File: config.mk
export PLATFORM = sky130hd
export DESIGN_NAME = led_ctl_top
export DESIGN_NICKNAME = d
export VERILOG_FILES = /design/src/rtl/led_ctl_pkg.sv /design/src/rtl/led_ctl_regs.sv /design/src/rtl/led_ctl_cond.sv /design/src/rtl/led_ctl_flash.sv /design/src/rtl/led_ctl_top.sv
export SDC_FILE = /design/constraint.sdc
export NUM_CORES = 1
export LEC_CHECK = 0
export ABC_AREA = 1
export BUFFER_PORTS_ARGS = -buffer_cell sky130_fd_sc_hd__buf_2
export CAP_MARGIN = 5
export CORE_ASPECT_RATIO = 0.6
export CORE_MARGIN = 2
export CORE_UTILIZATION = 50
export CTS_BUF_LIST = sky130_fd_sc_hd__clkbuf_8
export DETAILED_ROUTE_END_ITERATION = 8
export PLACE_DENSITY = 0.67
export SYNTH_ARGS = -nofsm -noshare
export SYNTH_HDL_FRONTEND = slang
export SYNTH_SLANG_ARGS = --single-unit
File: constraint.sdc
create_clock -name clk -period 7.5 [get_ports clk]
set_input_delay 0.75 -clock clk [delete_from_list [all_inputs] [get_ports clk]]
set_output_delay 0.75 -clock clk [all_outputs]
set_load 0.005 [all_outputs]
File: src/rtl/led_ctl_pkg.sv
package led_ctl_pkg;
  typedef enum logic [1:0] {
    SPD_10   = 2'd0,
    SPD_100  = 2'd1,
    SPD_1000 = 2'd2,
    SPD_2500 = 2'd3
  } spd_e;

  localparam int unsigned OFS_CTRL  = 'h21;
  localparam int unsigned OFS_ONT   = 'h22;
  localparam int unsigned OFS_PER   = 'h23;
  localparam int unsigned OFS_CH0   = 'h24;

  localparam logic [15:0] ONT_RESET = 16'h0400;
  localparam logic [15:0] PER_RESET = 16'h0800;

  localparam int unsigned CTL_EXT   = 15;
  localparam int unsigned CTL_TMR   = 3;
  localparam int unsigned LIT_EN    = 15;
  localparam int unsigned LIT_POL   = 14;
  localparam int unsigned LIT_FORCE = 6;
  localparam int unsigned FL_FORCE  = 9;
endpackage

File: src/rtl/led_ctl_regs.sv
module led_ctl_regs
  import led_ctl_pkg::*;
#(
  parameter int NLED = 3,
  parameter int AW   = 6,
  parameter int DW   = 16
) (
  input  logic                      clk,
  input  logic                      rst_n,
  input  logic                      we,
  input  logic [AW-1:0]             addr,
  input  logic [DW-1:0]             wdata,
  output logic [DW-1:0]             rdata,
  output logic                      ext_en,
  output logic                      tmr_en,
  output logic [DW-1:0]             on_time,
  output logic [DW-1:0]             period,
  output logic [NLED-1:0][DW-1:0]   lit_cfg,
  output logic [NLED-1:0][DW-1:0]   fl_cfg
);
  logic [DW-1:0] ctrl_q;

  always_ff @(posedge clk) begin
    if (!rst_n) begin
      ctrl_q  <= '0;
      on_time <= DW'(ONT_RESET);
      period  <= DW'(PER_RESET);
      lit_cfg <= '0;
      fl_cfg  <= '0;
    end else if (we) begin
      if (addr == AW'(OFS_CTRL)) ctrl_q  <= wdata;
      if (addr == AW'(OFS_ONT))  on_time <= wdata;
      if (addr == AW'(OFS_PER))  period  <= wdata;
      for (int i = 0; i < NLED; i++) begin
        if (addr == AW'(OFS_CH0 + 2*i))     lit_cfg[i] <= wdata;
        if (addr == AW'(OFS_CH0 + 2*i + 1)) fl_cfg[i]  <= wdata;
      end
    end
  end

  always_comb begin
    rdata = '0;
    if (addr == AW'(OFS_CTRL)) rdata = ctrl_q;
    if (addr == AW'(OFS_ONT))  rdata = on_time;
    if (addr == AW'(OFS_PER))  rdata = period;
    for (int i = 0; i < NLED; i++) begin
      if (addr == AW'(OFS_CH0 + 2*i))     rdata = lit_cfg[i];
      if (addr == AW'(OFS_CH0 + 2*i + 1)) rdata = fl_cfg[i];
    end
  end

  assign ext_en = ctrl_q[CTL_EXT];
  assign tmr_en = ctrl_q[CTL_TMR];
endmodule

File: src/rtl/led_ctl_cond.sv
module led_ctl_cond
  import led_ctl_pkg::*;
#(
  parameter int DW = 16
) (
  input  logic          link_up,
  input  spd_e          speed,
  input  logic          full_duplex,
  input  logic          tx_pulse,
  input  logic          rx_pulse,
  input  logic          col_pulse,
  input  logic          crc_pulse,
  input  logic          idle_pulse,
  input  logic [DW-1:0] lit_cfg,
  input  logic [DW-1:0] fl_cfg,
  output logic          steady,
  output logic          hit,
  output logic          force_fl,
  output logic          chan_en,
  output logic          polarity
);
  logic spd_lit, tx_sel, rx_sel;
  logic cfg_unused;

  always_comb begin
    unique case (speed)
      SPD_10:   begin spd_lit = lit_cfg[2]; tx_sel = fl_cfg[4];  rx_sel = fl_cfg[5];  end
      SPD_100:  begin spd_lit = lit_cfg[1]; tx_sel = fl_cfg[2];  rx_sel = fl_cfg[3];  end
      SPD_1000: begin spd_lit = lit_cfg[0]; tx_sel = fl_cfg[0];  rx_sel = fl_cfg[1];  end
      default:  begin spd_lit = lit_cfg[8]; tx_sel = fl_cfg[10]; rx_sel = fl_cfg[11]; end
    endcase
  end

  assign steady = lit_cfg[LIT_FORCE]
                | (link_up & spd_lit)
                | (!link_up & lit_cfg[3])
                | (link_up & full_duplex & lit_cfg[4])
                | (link_up & !full_duplex & lit_cfg[5]);

  assign hit = (link_up & ((tx_pulse & tx_sel) | (rx_pulse & rx_sel)))
             | (col_pulse & fl_cfg[6])
             | (crc_pulse & fl_cfg[7])
             | (idle_pulse & fl_cfg[8]);

  assign force_fl = fl_cfg[FL_FORCE];
  assign chan_en  = lit_cfg[LIT_EN];
  assign polarity = lit_cfg[LIT_POL];
  assign cfg_unused = ^{lit_cfg[13:9], lit_cfg[7], fl_cfg[DW-1:12]};
endmodule

File: src/rtl/led_ctl_flash.sv
module led_ctl_flash #(
  parameter int DW = 16
) (
  input  logic          clk,
  input  logic          rst_n,
  input  logic          step,
  input  logic          hit,
  input  logic          force_fl,
  input  logic [DW-1:0] on_time,
  input  logic [DW-1:0] period,
  output logic          active,
  output logic [DW-1:0] cnt,
  output logic          phase_on
);
  logic pend;
  logic last;

  assign last = ({1'b0, cnt} + (DW+1)'(1)) >= {1'b0, period};

  always_ff @(posedge clk) begin
    if (!rst_n) begin
      active <= 1'b0;
      cnt    <= '0;
      pend   <= 1'b0;
    end else if (!active) begin
      if (hit || force_fl) begin
        active <= 1'b1;
        cnt    <= '0;
        pend   <= 1'b0;
      end
    end else begin
      if (hit) pend <= 1'b1;
      if (step) begin
        if (last) begin
          cnt  <= '0;
          pend <= 1'b0;
          if (!(pend || hit || force_fl)) active <= 1'b0;
        end else begin
          cnt <= cnt + DW'(1);
        end
      end
    end
  end

  assign phase_on = active && (cnt < on_time);
endmodule

File: src/rtl/led_ctl_top.sv
module led_ctl_top
  import led_ctl_pkg::*;
#(
  parameter int NLED = 3,
  parameter int AW   = 6,
  parameter int DW   = 16
) (
  input  logic            clk,
  input  logic            rst_n,
  input  logic            reg_we,
  input  logic [AW-1:0]   reg_addr,
  input  logic [DW-1:0]   reg_wdata,
  output logic [DW-1:0]   reg_rdata,
  input  logic            tick,
  input  logic            link_up,
  input  logic [1:0]      link_speed,
  input  logic            full_duplex,
  input  logic            tx_pulse,
  input  logic            rx_pulse,
  input  logic            col_pulse,
  input  logic            crc_err_pulse,
  input  logic            idle_err_pulse,
  output logic [NLED-1:0] led_o
);
  logic                    ext_en, tmr_en, step;
  logic [DW-1:0]           on_time, period;
  logic [NLED-1:0][DW-1:0] lit_cfg, fl_cfg;
  logic [NLED-1:0]         fl_active, led_nxt;
  logic [NLED-1:0][DW-1:0] fl_cnt;

  led_ctl_regs #(.NLED(NLED), .AW(AW), .DW(DW)) u_regs (
    .clk(clk), .rst_n(rst_n), .we(reg_we), .addr(reg_addr),
    .wdata(reg_wdata), .rdata(reg_rdata), .ext_en(ext_en), .tmr_en(tmr_en),
    .on_time(on_time), .period(period), .lit_cfg(lit_cfg), .fl_cfg(fl_cfg)
  );

  assign step = tick & tmr_en;

  for (genvar i = 0; i < NLED; i++) begin : g_ch
    logic steady, hit, force_fl, chan_en, pol, phase_on, lit, drive;

    led_ctl_cond #(.DW(DW)) u_cond (
      .link_up(link_up), .speed(spd_e'(link_speed)), .full_duplex(full_duplex),
      .tx_pulse(tx_pulse), .rx_pulse(rx_pulse), .col_pulse(col_pulse),
      .crc_pulse(crc_err_pulse), .idle_pulse(idle_err_pulse),
      .lit_cfg(lit_cfg[i]), .fl_cfg(fl_cfg[i]),
      .steady(steady), .hit(hit), .force_fl(force_fl),
      .chan_en(chan_en), .polarity(pol)
    );

    led_ctl_flash #(.DW(DW)) u_flash (
      .clk(clk), .rst_n(rst_n), .step(step), .hit(hit), .force_fl(force_fl),
      .on_time(on_time), .period(period), .active(fl_active[i]),
      .cnt(fl_cnt[i]), .phase_on(phase_on)
    );

    assign lit        = fl_active[i] ? phase_on : steady;
    assign drive      = ext_en & chan_en & lit;
    assign led_nxt[i] = pol ? drive : !drive;
  end

  always_ff @(posedge clk) begin
    if (!rst_n) led_o <= '1;
    else        led_o <= led_nxt;
  end
endmodule

Word level (Yosys, flattened, before mapping)
Cells that the tools add are included.
W data, S select, Z words.
{ "totals": {"register_bits": 201, "input_bits": 35, "elab_cells": 207} }
{ "op_classes": {"addsub": 6, "order_cmp": 6, "eq_ne": 14, "mux": 66, "bitwise": 63, "reduce_logical": 33} }
{ "ops": {"columns": ["op", "count"], "rows": [
  ["$mux W16", 21],
  ["$eq A6 B6 Y1 const B", 9],
  ["$add A16 B1 Y17 const B", 3],
  ["$ge A17 B16 Y1", 3],
  ["$add A16 B1 Y16 const B", 3],
  ["$lt A16 B16 Y1", 3],
  ["$and A1 B1 Y1", 39],
  ["$mux W1", 36],
  ["$pmux W1 S3", 9],
  ["$or A1 B1 Y1", 24],
  ["$reduce_and A2 Y1", 12],
  ["$logic_or A1 B1 Y1", 9],
  ["$reduce_bool A2 Y1", 3],
  ["$logic_not A1 Y1", 5],
  ["$ne A2 B2 Y1 const B", 2],
  ["$logic_and A1 B1 Y1", 3],
  ["$eq A2 B1 Y1 const B", 1],
  ["$eq A2 B2 Y1 const B", 1],
  ["$logic_not A2 Y1", 1],
  ["$ne A2 B1 Y1 const B", 1]
]} }

Depth between registers and ports, before layout
Gate-level depths: netlist of run 1.
{ "logic_depth": {"depth_word": 14, "mapped_depth": 20} }

Modules after synthesis
A second synthesis of run 1 with hierarchy kept.
{ "hier_totals": {"hier_cells": 1929, "hier_area_um2": 12956.2} }
{ "modules_own_cells": {"columns": ["module", "instances", "cells_each", "area_per_inst_um2", "seq_area_each_um2"], "rows": [
  ["led_ctl_regs", 1, 934, 6382.4, 2882.8],
  ["led_ctl_flash (g_ch[0].u_flash ...)", 2, 281, 1948.1, 360.3],
  ["led_ctl_flash (g_ch[1].u_flash)", 1, 284, 1911.8, 360.3],
  ["led_ctl_cond", 3, 37, 188.9, 0.0],
  ["led_ctl_top", 1, 38, 198.9, 60.1]
]} }

Worst setup path after synthesis of run 1
OpenSTA, ideal clock, no wires.
{ "synth_timing": {"path_kind": "input-to-output", "from": "input reg_addr[4]", "to": "output reg_rdata[14]", "arrival_time_ns": 1.915, "path_slack_ns": 4.835, "path_stages": 8, "n_path_buf": 1, "cell_sequence": "inv_2 -> nand2_2 -> nor4_4 -> clkbuf_1 -> nand2_1 -> nand4_1 -> o21ai_0 -> nand4_1"} }
{ "synth_between": {"elab_chain_cells": 10} }
{ "synth_lines": {"columns": ["item", "line_no", "text"], "rows": [
  ["from (decl)", "led_ctl_top.sv:11", "input logic [AW-1:0] reg_addr,"],
  ["$eq A6 B6 Y1", "led_ctl_regs.sv:43", "if (addr == AW'(OFS_CTRL)) rdata = ctrl_q;"],
  ["$mux W16", "led_ctl_regs.sv:43", null],
  ["$mux W16", "led_ctl_regs.sv:44", "if (addr == AW'(OFS_ONT)) rdata = on_time;"],
  ["$mux W16", "led_ctl_regs.sv:45", "if (addr == AW'(OFS_PER)) rdata = period;"],
  ["$mux W16", "led_ctl_regs.sv:47", "if (addr == AW'(OFS_CH0 + 2*i)) rdata = lit_cfg[i];"],
  ["$mux W16", "led_ctl_regs.sv:48", "if (addr == AW'(OFS_CH0 + 2*i + 1)) rdata = fl_cfg[i];"],
  ["$mux W16", "led_ctl_regs.sv:47", null],
  ["$mux W16", "led_ctl_regs.sv:48", null],
  ["$mux W16", "led_ctl_regs.sv:47", null],
  ["$mux W16 *", "led_ctl_regs.sv:48", null],
  ["to (decl)", "led_ctl_top.sv:13", "output logic [DW-1:0] reg_rdata,"]
]} }
Every way passes the cells marked *; elsewhere a longest branch is shown, timed or not.

Worst setup path in the final report of run 1
{ "layout_timing": {"from": "register g_ch[0].u_flash.cnt[0]", "to": "register g_ch[0].u_flash.pend"} }
{ "layout_between": {"elab_chain_cells": 5} }
{ "layout_lines": {"columns": ["item", "line_no", "text"], "rows": [
  ["from (decl)", "led_ctl_flash.sv:12", "output logic [DW-1:0] cnt,"],
  ["from (signal assigned)", "led_ctl_flash.sv:39", "cnt <= cnt + DW'(1);"],
  ["$add A16 B1 Y17", "led_ctl_flash.sv:18", "assign last = ({1'b0, cnt} + (DW+1)'(1)) >= {1'b0, period};"],
  ["$ge A17 B16 Y1", "led_ctl_flash.sv:18", null],
  ["$mux W1", "led_ctl_flash.sv:34", "if (last) begin"],
  ["$mux W1", "led_ctl_flash.sv:33", "if (step) begin"],
  ["$mux W1", "led_ctl_flash.sv:25", "end else if (!active) begin"],
  ["to (signal assigned)", "led_ctl_flash.sv:24", "pend <= 1'b0;"],
  ["to (signal assigned)", "led_ctl_flash.sv:32", "if (hit) pend <= 1'b1;"],
  ["to (signal assigned)", "led_ctl_flash.sv:36", "pend <= 1'b0;"],
  ["to (decl)", "led_ctl_flash.sv:15", "logic pend;"]
]} }
Every way passes these cells.
A chain may end at the register's enable or synchronous reset.

==> metrics.yaml, run 1 <==
status: "complete, no violations"
grt_setup_unrepaired: "false"
part_of_the_power_in_the_clock_network_pct: 45.4
power_density_nw_per_um2: 161
setup_violations: 0
dieHeight_um: 127
drt_pre_antenna_iters: 5
power_switching_share_pct: 25.8
tns_ns: 0
synth_top_area_cell: "sky130_fd_sc_hd__dfxtp_1"
fin_cells: 2247
switching_power_w: 0.000568
slew_headroom_pct: 30.8
synth-xor-area-share_pct: 1.59
detailed_place_hpwl_um: 31000
route.vias.total: 13000
num_rows: 45
yosys.area_share.simple_pct: 30.9
seq_area_frac_synth_pct: 31.7
postCtsSetupRepairBufs: 0
critical_path_class: "register to register"
grt_first_pass_wirelength_um: 64500
syn-mean-instance-area_sq_um: 6.68
max_slew.worst_pin.slew_ns: 1.03
layout_cell_area_excl_fill_sq_um: 13600
start_util_pct: 50.5
area.sequential_sq_um: 4020
boundaryPins: 54
antenna_cells: 0
number_of_enable_type_register_cells_in_the_synthesized_netlist: 0
critical_path.startpoint_type: "register"
power.share.combinational_pct: 5.5
netlist_top_cells_area: "sky130_fd_sc_hd__dfxtp_1 32%, sky130_fd_sc_hd__nand2_1 10%, sky130_fd_sc_hd__ha_1 9.5%, sky130_fd_sc_hd__a21oi_1 8.1%, sky130_fd_sc_hd__nor2_1 6.5%"
drtAntennaViolNets: 0
sequential_power_share_pct: 49.1
clk_pin_slew_worst_paths_ns: 0.07
post_drt_via_cell_ratio: 5.80
placed_area_sq_um: 13000
post_synth_mux_area_share_pct: 0
clkSinkCount: 201
critical_path_arrival_ns: 3.83
grt.overflow.total: 0
irDropWorstVdd_mv: 0.140
total_power_w: 0.00220
timing.critical_path.fanout_max: 17
multi_input_comb_area_sq_um: 7400
number_of_antenna_violations_at_the_first_check_in_global_routing: 0
placed_cells_incl_taps: 2189
drt_drc_violations_left: 0
vias_in_the_first_global_route: 11200
hp-class: "register to register"
synthDistinctLibCells: 41
die_x_um: 210
main_combinational_cell_family_by_area_after_synthesis: "simple AND/OR/NAND/NOR gates"
final_common_cell: "sky130_fd_sc_hd__nand2_1"
yosys_register_bits: 201
min_period_ns: 3.38
synth.cell_area_sq_um: 12700
dominantRegCellSynth: "sky130_fd_sc_hd__dfxtp_1"
fp.coreArea_sq_um: 25100
synth_cells: 1899
gp_congestion: 0.968
max_freq_mhz: 296
cell_chosen_for_the_clock_root: "sky130_fd_sc_hd__clkbuf_8"
cts_htree_levels: 1
post_cts.resized_instances: 0
synth_compound_gate_area_share_pct: 16.4
intPower_w: 0.00163
die_area_sq_um: 26700
first_iter_violations: 1714
ys.warnings.count: 0
synth-adder-area-share_pct: 9.47
clock_path_buffers: 3
total_leakage_power_nw: 5.89
yosys.area.top_type_share_pct: 31.7
drive_gt1_share_pct: 8.45
critPathRequiredTime_ns: 7.96
min_period_over_period_pct: 45.0
asyncSetResetFlopFracSynth_pct: 0
clkLatencyLatePin_ns: 0.61
sum_of_routed_wire_length_over_all_layers_um: 41600
port_buffers: 53
maxCapViolCount: 0
drv_slew: 0
setup_skew_after_layout_ns: 0.0179
num-fill-cells: 2498
cts_hold_repair.buffers: 0
final_cell_mix: "347 x sky130_fd_sc_hd__nand2_1, 220 x sky130_fd_sc_hd__nor2_1, 213 x sky130_fd_sc_hd__inv_1, 206 x sky130_fd_sc_hd__a21oi_1, 201 x sky130_fd_sc_hd__dfxtp_1"
synth.net_count: 2030
end_kind: "register"
grtUsageTotal_pct: 31.0
finalHoldViolCount: 0
wl_per_cell_um: 18.5
nNetsFinal: 2024
area_delta_synth_final_pct: 7.47
cts-buffers-inserted: 31
grt_start_max_net_pins: 68
clock_tree_from_tritoncts: "built"
## Yosys cell counts, drive strengths merged, types with 21 or more instances
cell type and count:
xor2 21, nand4 114, dfxtp 201, clkbuf 64
o21ai 173, a21oi 206, ha 96, nand2 362
buf 35, nand3 118, inv 217, nor2 230
## sequential cells by signal, indices dropped and copies added (netlist names)
signal and flops:
g_ch.u_flash.active 3, u_regs.ctrl_q 16, u_regs.period 16, u_regs.fl_cfg 48, led_o 3, g_ch.u_flash.pend 3, g_ch.u_flash.cnt 48, u_regs.on_time 16
u_regs.lit_cfg 48
## power groups by stage
stage | combinational, W | sequential, W | clock, W
floorplan | 0.0000774 | 0.00110 | 0
global placement | 0.000117 | 0.00110 | 0
detailed placement | 0.000118 | 0.00110 | 0
CTS | 0.000118 | 0.00108 | 0.00101
global route | 0.000132 | 0.00108 | 0.00107
finish | 0.000121 | 0.00108 | 0.000999
## cells by family after synthesis
| group | count (synthesis) |
|---|---|
| AND/OR/NAND/NOR | 860 |
| AO/OA/AOI/OAI | 403 |
| buffers and inverters | 316 |
| flip-flops | 201 |
| adder cells (fa/ha/maj) | 96 |
| XOR/XNOR | 23 |
## through the flow
step           utilization, %  hold slack, ns  worst slack [ns]
6_report                 54.3           0.463              4.12
4_1_cts                  54.3           0.463              4.24
5_1_grt                  54.3           0.477              3.87
2_1_floorplan               -           0.436              4.84
3_5_place_dp             51.6           0.454              4.24
3_3_place_gp             51.6           0.449              4.25
## path summary, 6_finish.rpt
path,to,cells past startpoint,slack (ns),from
hold / removal,u_regs.fl_cfg[14],2,0.46,u_regs.fl_cfg[14]
setup reg to reg,g_ch[0].u_flash.pend,17,4.12,g_ch[0].u_flash.cnt[0]
hold reg to reg,u_regs.fl_cfg[14],2,0.46,u_regs.fl_cfg[14]
setup / recovery,g_ch[0].u_flash.pend,17,4.12,g_ch[0].u_flash.cnt[0]
## critical path, stage by stage, from the launching register on
cell and delay [ns]:
sky130_fd_sc_hd__dfxtp_1 0.42, sky130_fd_sc_hd__ha_1 0.19, sky130_fd_sc_hd__nand2_1 0.08, sky130_fd_sc_hd__inv_2 0.10
sky130_fd_sc_hd__nand2_2 0.07, sky130_fd_sc_hd__nor2_4 0.19, sky130_fd_sc_hd__nand3_1 0.13, sky130_fd_sc_hd__nor2_1 0.14
sky130_fd_sc_hd__xor2_1 0.20, sky130_fd_sc_hd__inv_1 0.07, sky130_fd_sc_hd__ha_1 0.31, sky130_fd_sc_hd__nand4_1 0.11
sky130_fd_sc_hd__nor4_1 0.28, sky130_fd_sc_hd__nand2_1 0.46, sky130_fd_sc_hd__nand3_1 0.25, sky130_fd_sc_hd__nand2_1 0.09
sky130_fd_sc_hd__nand2_1 0.08, sky130_fd_sc_hd__a21oi_1 0.06
## cell type report
class | count | share of cell area [%]
Clock buffer | 38 | 3.84
Clock inverter | 20 | 1.02
Inverter | 217 | 5.98
Multi-Input combinational cell | 1382 | 54.3
Sequential cell | 201 | 29.5
Tap cell | 329 | 3.02
Timing Repair Buffer | 60 | 2.33
## per-layer routing
| layer | share of wire (%) | track usage [%] | wire [um] | vias up |
|---|---|---|---|---|
| met4 | 1.6 | 6.13 | 660 | 0 |
| met1 | 50 | 49.6 | 20800 | 5998 |
| met5 | 0 | 0 | 0 | - |
| met2 | 37 | 40.3 | 15400 | 654 |
| met3 | 11 | 7.99 | 4780 | 52 |
| li1 | - | - | - | 6336 |
(Power assumes the default switching activity.)
==> run 2: changes to the inputs <==
- PLACE_DENSITY: 0.67 -> 0.69
- clock period: 7.5 -> 3 ns (I/O delays scaled with it)
==> run 2 against run 1 <==
First-iteration DRC count rose by 2.5%. Count of clock-buffer cells in the layout rose by 2. Worst hold slack got worse by 0.43 ns. Critical path type unchanged. Highest routed layer unchanged.
==> metrics.yaml, run 2 (same netlist as run 1, synthesis figures left out) <==
intPower_w: 0.00413  # was 0.00163 W
area_delta_synth_final_pct: 11.1  # was 7.47%
drtAntennaViolNets: 0  # unchanged
final_common_cell: "sky130_fd_sc_hd__nand2_1"  # unchanged
switching_power_w: 0.00143  # was 0.000568 W
die_area_sq_um: 26700  # unchanged
reg_top3: "g_ch.u_flash.cnt x48, u_regs.fl_cfg x48, u_regs.lit_cfg x48"  # unchanged
vias_in_the_first_global_route: 11700  # was 11200
route.vias.total: 13300  # was 13000
part_of_the_power_in_the_clock_network_pct: 45.9  # was 45.4%
drive_gt1_share_pct: 11.6  # was 8.45%
power_density_nw_per_um2: 395  # was 161 nW/um^2
timing.critical_path.fanout_max: 14  # was 17
grt_first_pass_wirelength_um: 66100  # was 64500 um
num_rows: 45  # unchanged
clkSinkCount: 201  # unchanged
total_power_w: 0.00556  # was 0.00220 W
grtUsageTotal_pct: 31.5  # was 31.0%
cts_htree_levels: 1  # unchanged
irDropWorstVdd_mv: 0.356  # was 0.140 mV
max_freq_mhz: 349  # was 296 MHz
number_of_antenna_violations_at_the_first_check_in_global_routing: 0  # unchanged
setup_skew_after_layout_ns: 0.0267  # was 0.0179 ns
grt.overflow.total: 0  # unchanged
grt_setup_unrepaired: "true"  # was false
grt_start_max_net_pins: 119  # was 68
final_cell_mix: "347 x sky130_fd_sc_hd__nand2_1, 217 x sky130_fd_sc_hd__nor2_1, 213 x sky130_fd_sc_hd__inv_1, 204 x sky130_fd_sc_hd__a21oi_1, 191 x sky130_fd_sc_hd__dfxtp_1"  # was 347 x sky130_fd_sc_hd__nand2_1, 220 x sky130_fd_sc_hd__nor2_1, 213 x sky130_fd_sc_hd__inv_1, 206 x sky130_fd_sc_hd__a21oi_1, 201 x sky130_fd_sc_hd__dfxtp_1
boundaryPins: 54  # unchanged
clk_pin_slew_worst_paths_ns: 0.07  # about the same
timing.reg2reg.setup_slack_ns: 0.13  # was 4.12 ns
critical_path.startpoint_type: "register"  # unchanged
clkLatencyLatePin_ns: 0.63  # was 0.61 ns
clock_path_buffers: 3  # unchanged
start_util_pct: 50.5  # unchanged
crit_path_cell_trace: "nand2_1 > inv_2 > nand2_1 > nor2_2 > nand2_1 > nor2_2 > xor2_1 > inv_1 > ha_1 > nand2_1 > inv_1 > o21bai_1 > nand2_1 > nand4_1 > nand2_1 > nor2_4 > buf_12 > nand4_1 > a21oi_1"  # was ha_1 > nand2_1 > inv_2 > nand2_2 > nor2_4 > nand3_1 > nor2_1 > xor2_1 > inv_1 > ha_1 > nand4_1 > nor4_1 > nand2_1 > nand3_1 > nand2_1 > nand2_1 > a21oi_1
cts_hold_repair.buffers: 0  # unchanged
nNetsFinal: 2064  # was 2024
critical_path_arrival_ns: 3.40  # was 3.83 ns
critical-path-max-stage-delay_ns: 0.47  # was 0.46 ns
min_period_over_period_pct: 95.6  # was 45.0%
first_iter_violations: 1756  # was 1714
hp-class: "input port to register"  # was register to register
end_kind: "register"  # unchanged
drv_slew: 0  # unchanged
cts-buffers-inserted: 31  # unchanged
die_x_um: 210  # unchanged
port_buffers: 53  # unchanged
num-fill-cells: 2468  # was 2498
drt_pre_antenna_iters: 6  # was 5
total_leakage_power_nw: 6.13  # was 5.89 nW
post_drt_via_cell_ratio: 5.82  # was 5.80
finalHoldViolCount: 0  # unchanged
critPathBufInv: 4  # was 2
slew_headroom_pct: 27.4  # was 30.8%
power.share.combinational_pct: 5.6  # was 5.5%
wl_per_cell_um: 18.7  # was 18.5 um
status: "complete, no violations"  # unchanged
drt_drc_violations_left: 0  # unchanged
worst_path_most_repeated_cell: "sky130_fd_sc_hd__nand2_1"  # unchanged
detailed_place_hpwl_um: 31600  # was 31000 um
fp.coreArea_sq_um: 25100  # unchanged
final_critical_path_setup_slack_ns: 0.132  # was 4.12 ns
critPathRequiredTime_ns: 3.53  # was 7.96 ns
power_switching_share_pct: 25.8  # about the same
critical_path_class: "register to register"  # unchanged
gp_congestion: 0.974  # was 0.968
dieHeight_um: 127  # unchanged
critical-path-slowest-cell: "sky130_fd_sc_hd__dfxtp_1"  # was sky130_fd_sc_hd__nand2_1
clock_tree_from_tritoncts: "built"  # unchanged
max_slew.worst_pin.slew_ns: 1.09  # was 1.03 ns
setup_violations: 0  # unchanged
cell_chosen_for_the_clock_root: "sky130_fd_sc_hd__clkbuf_8"  # unchanged
worst_path_dominant_cell_family: "simple AND/OR/NAND/NOR gates"  # unchanged
sequential_power_share_pct: 48.5  # was 49.1%
sum_of_routed_wire_length_over_all_layers_um: 42700  # was 41600 um
maxCapViolCount: 0  # unchanged
min_period_ns: 2.87  # was 3.38 ns
dp_slack_ns: 0.0722  # was 4.24 ns
run 2: cell count changes in the layout (fill, tap and decap cells not counted), moves of 4 or more:
cell	delta
sky130_fd_sc_hd__dfxtp_1	-10
sky130_fd_sc_hd__dfxtp_2	+8
sky130_fd_sc_hd__nor3_1	-4
sky130_fd_sc_hd__nor3_2	+4
sky130_fd_sc_hd__buf_4	+37
run 2: through the flow:
stage | hold WS (ns) | util, % | setup TNS (ns) | cell area [sq um] | instances
5_1_grt | 0.0455 | 56.1 | -0.110 | 14100 | 2287
2_1_floorplan | 0.435 | - | 0 | 12700 | 1899
6_report | 0.0320 | 56.1 | 0 | 14100 | 2288
3_5_place_dp | 0.453 | 52.8 | 0 | 13300 | 2224
3_3_place_gp | 0.448 | 52.8 | 0 | 13300 | 2224
4_1_cts | 0.00588 | 55.5 | 0 | 13900 | 2282
run 2: final cells by class:
cell class,instances,area (sq um),share of cell area (%)
tap,329,412,2.92
inverter,217,815,5.78
antenna,1,2.50,0.0178
sequential,201,4040,28.7
clock inverter,18,131,0.933
multi-input combinational,1382,7480,53.1
timing repair buffer,100,656,4.65
clock buffer,40,551,3.91
run 2: power groups by stage:
stage,Sequential [W],Combinational (W),Clock [W]
2_1_floorplan,0.00275,0.000194,0
3_3_place_gp,0.00276,0.000296,0
3_5_place_dp,0.00276,0.000300,0
4_1_cts,0.00270,0.000300,0.00257
5_1_grt,0.00269,0.000337,0.00268
6_report,0.00269,0.000311,0.00255
run 2: layer usage:
metal | global-route usage, % | wire (um) | share of wire [%]
met1 | 50.2 | 20100 | 47
met4 | 6.17 | 715 | 1.7
met2 | 41.1 | 16000 | 37
met3 | 8.65 | 5900 | 14
met5 | 0 | 0 | 0
run 2: final timing paths:
kind	start	end	cells after the start
setup reg to reg	g_ch[1].u_flash.cnt[6]	g_ch[1].u_flash.cnt[9]	19
hold / removal	reg_wdata[15]	u_regs.ctrl_q[15]	3
hold reg to reg	g_ch[2].u_flash.pend	g_ch[2].u_flash.pend	2
setup / recovery	g_ch[1].u_flash.cnt[6]	g_ch[1].u_flash.cnt[9]	19
run 2: repair_timing:
action,in CTS,in global routing
endpoints found under the setup margin,0,54
buffers inserted,0,5
gates resized for setup,0,32
run 2: worst reg2reg max path: cells and delay by family (launching register included):
family,cells,cell delay [ns]
and+or+nand+nor,11,1.19
DFF,1,0.47
adders and majority gates,1,0.31
buffers and inverters,4,0.35
xor gates and xnor gates,1,0.21
AOI/OAI and AO/OA,2,0.25
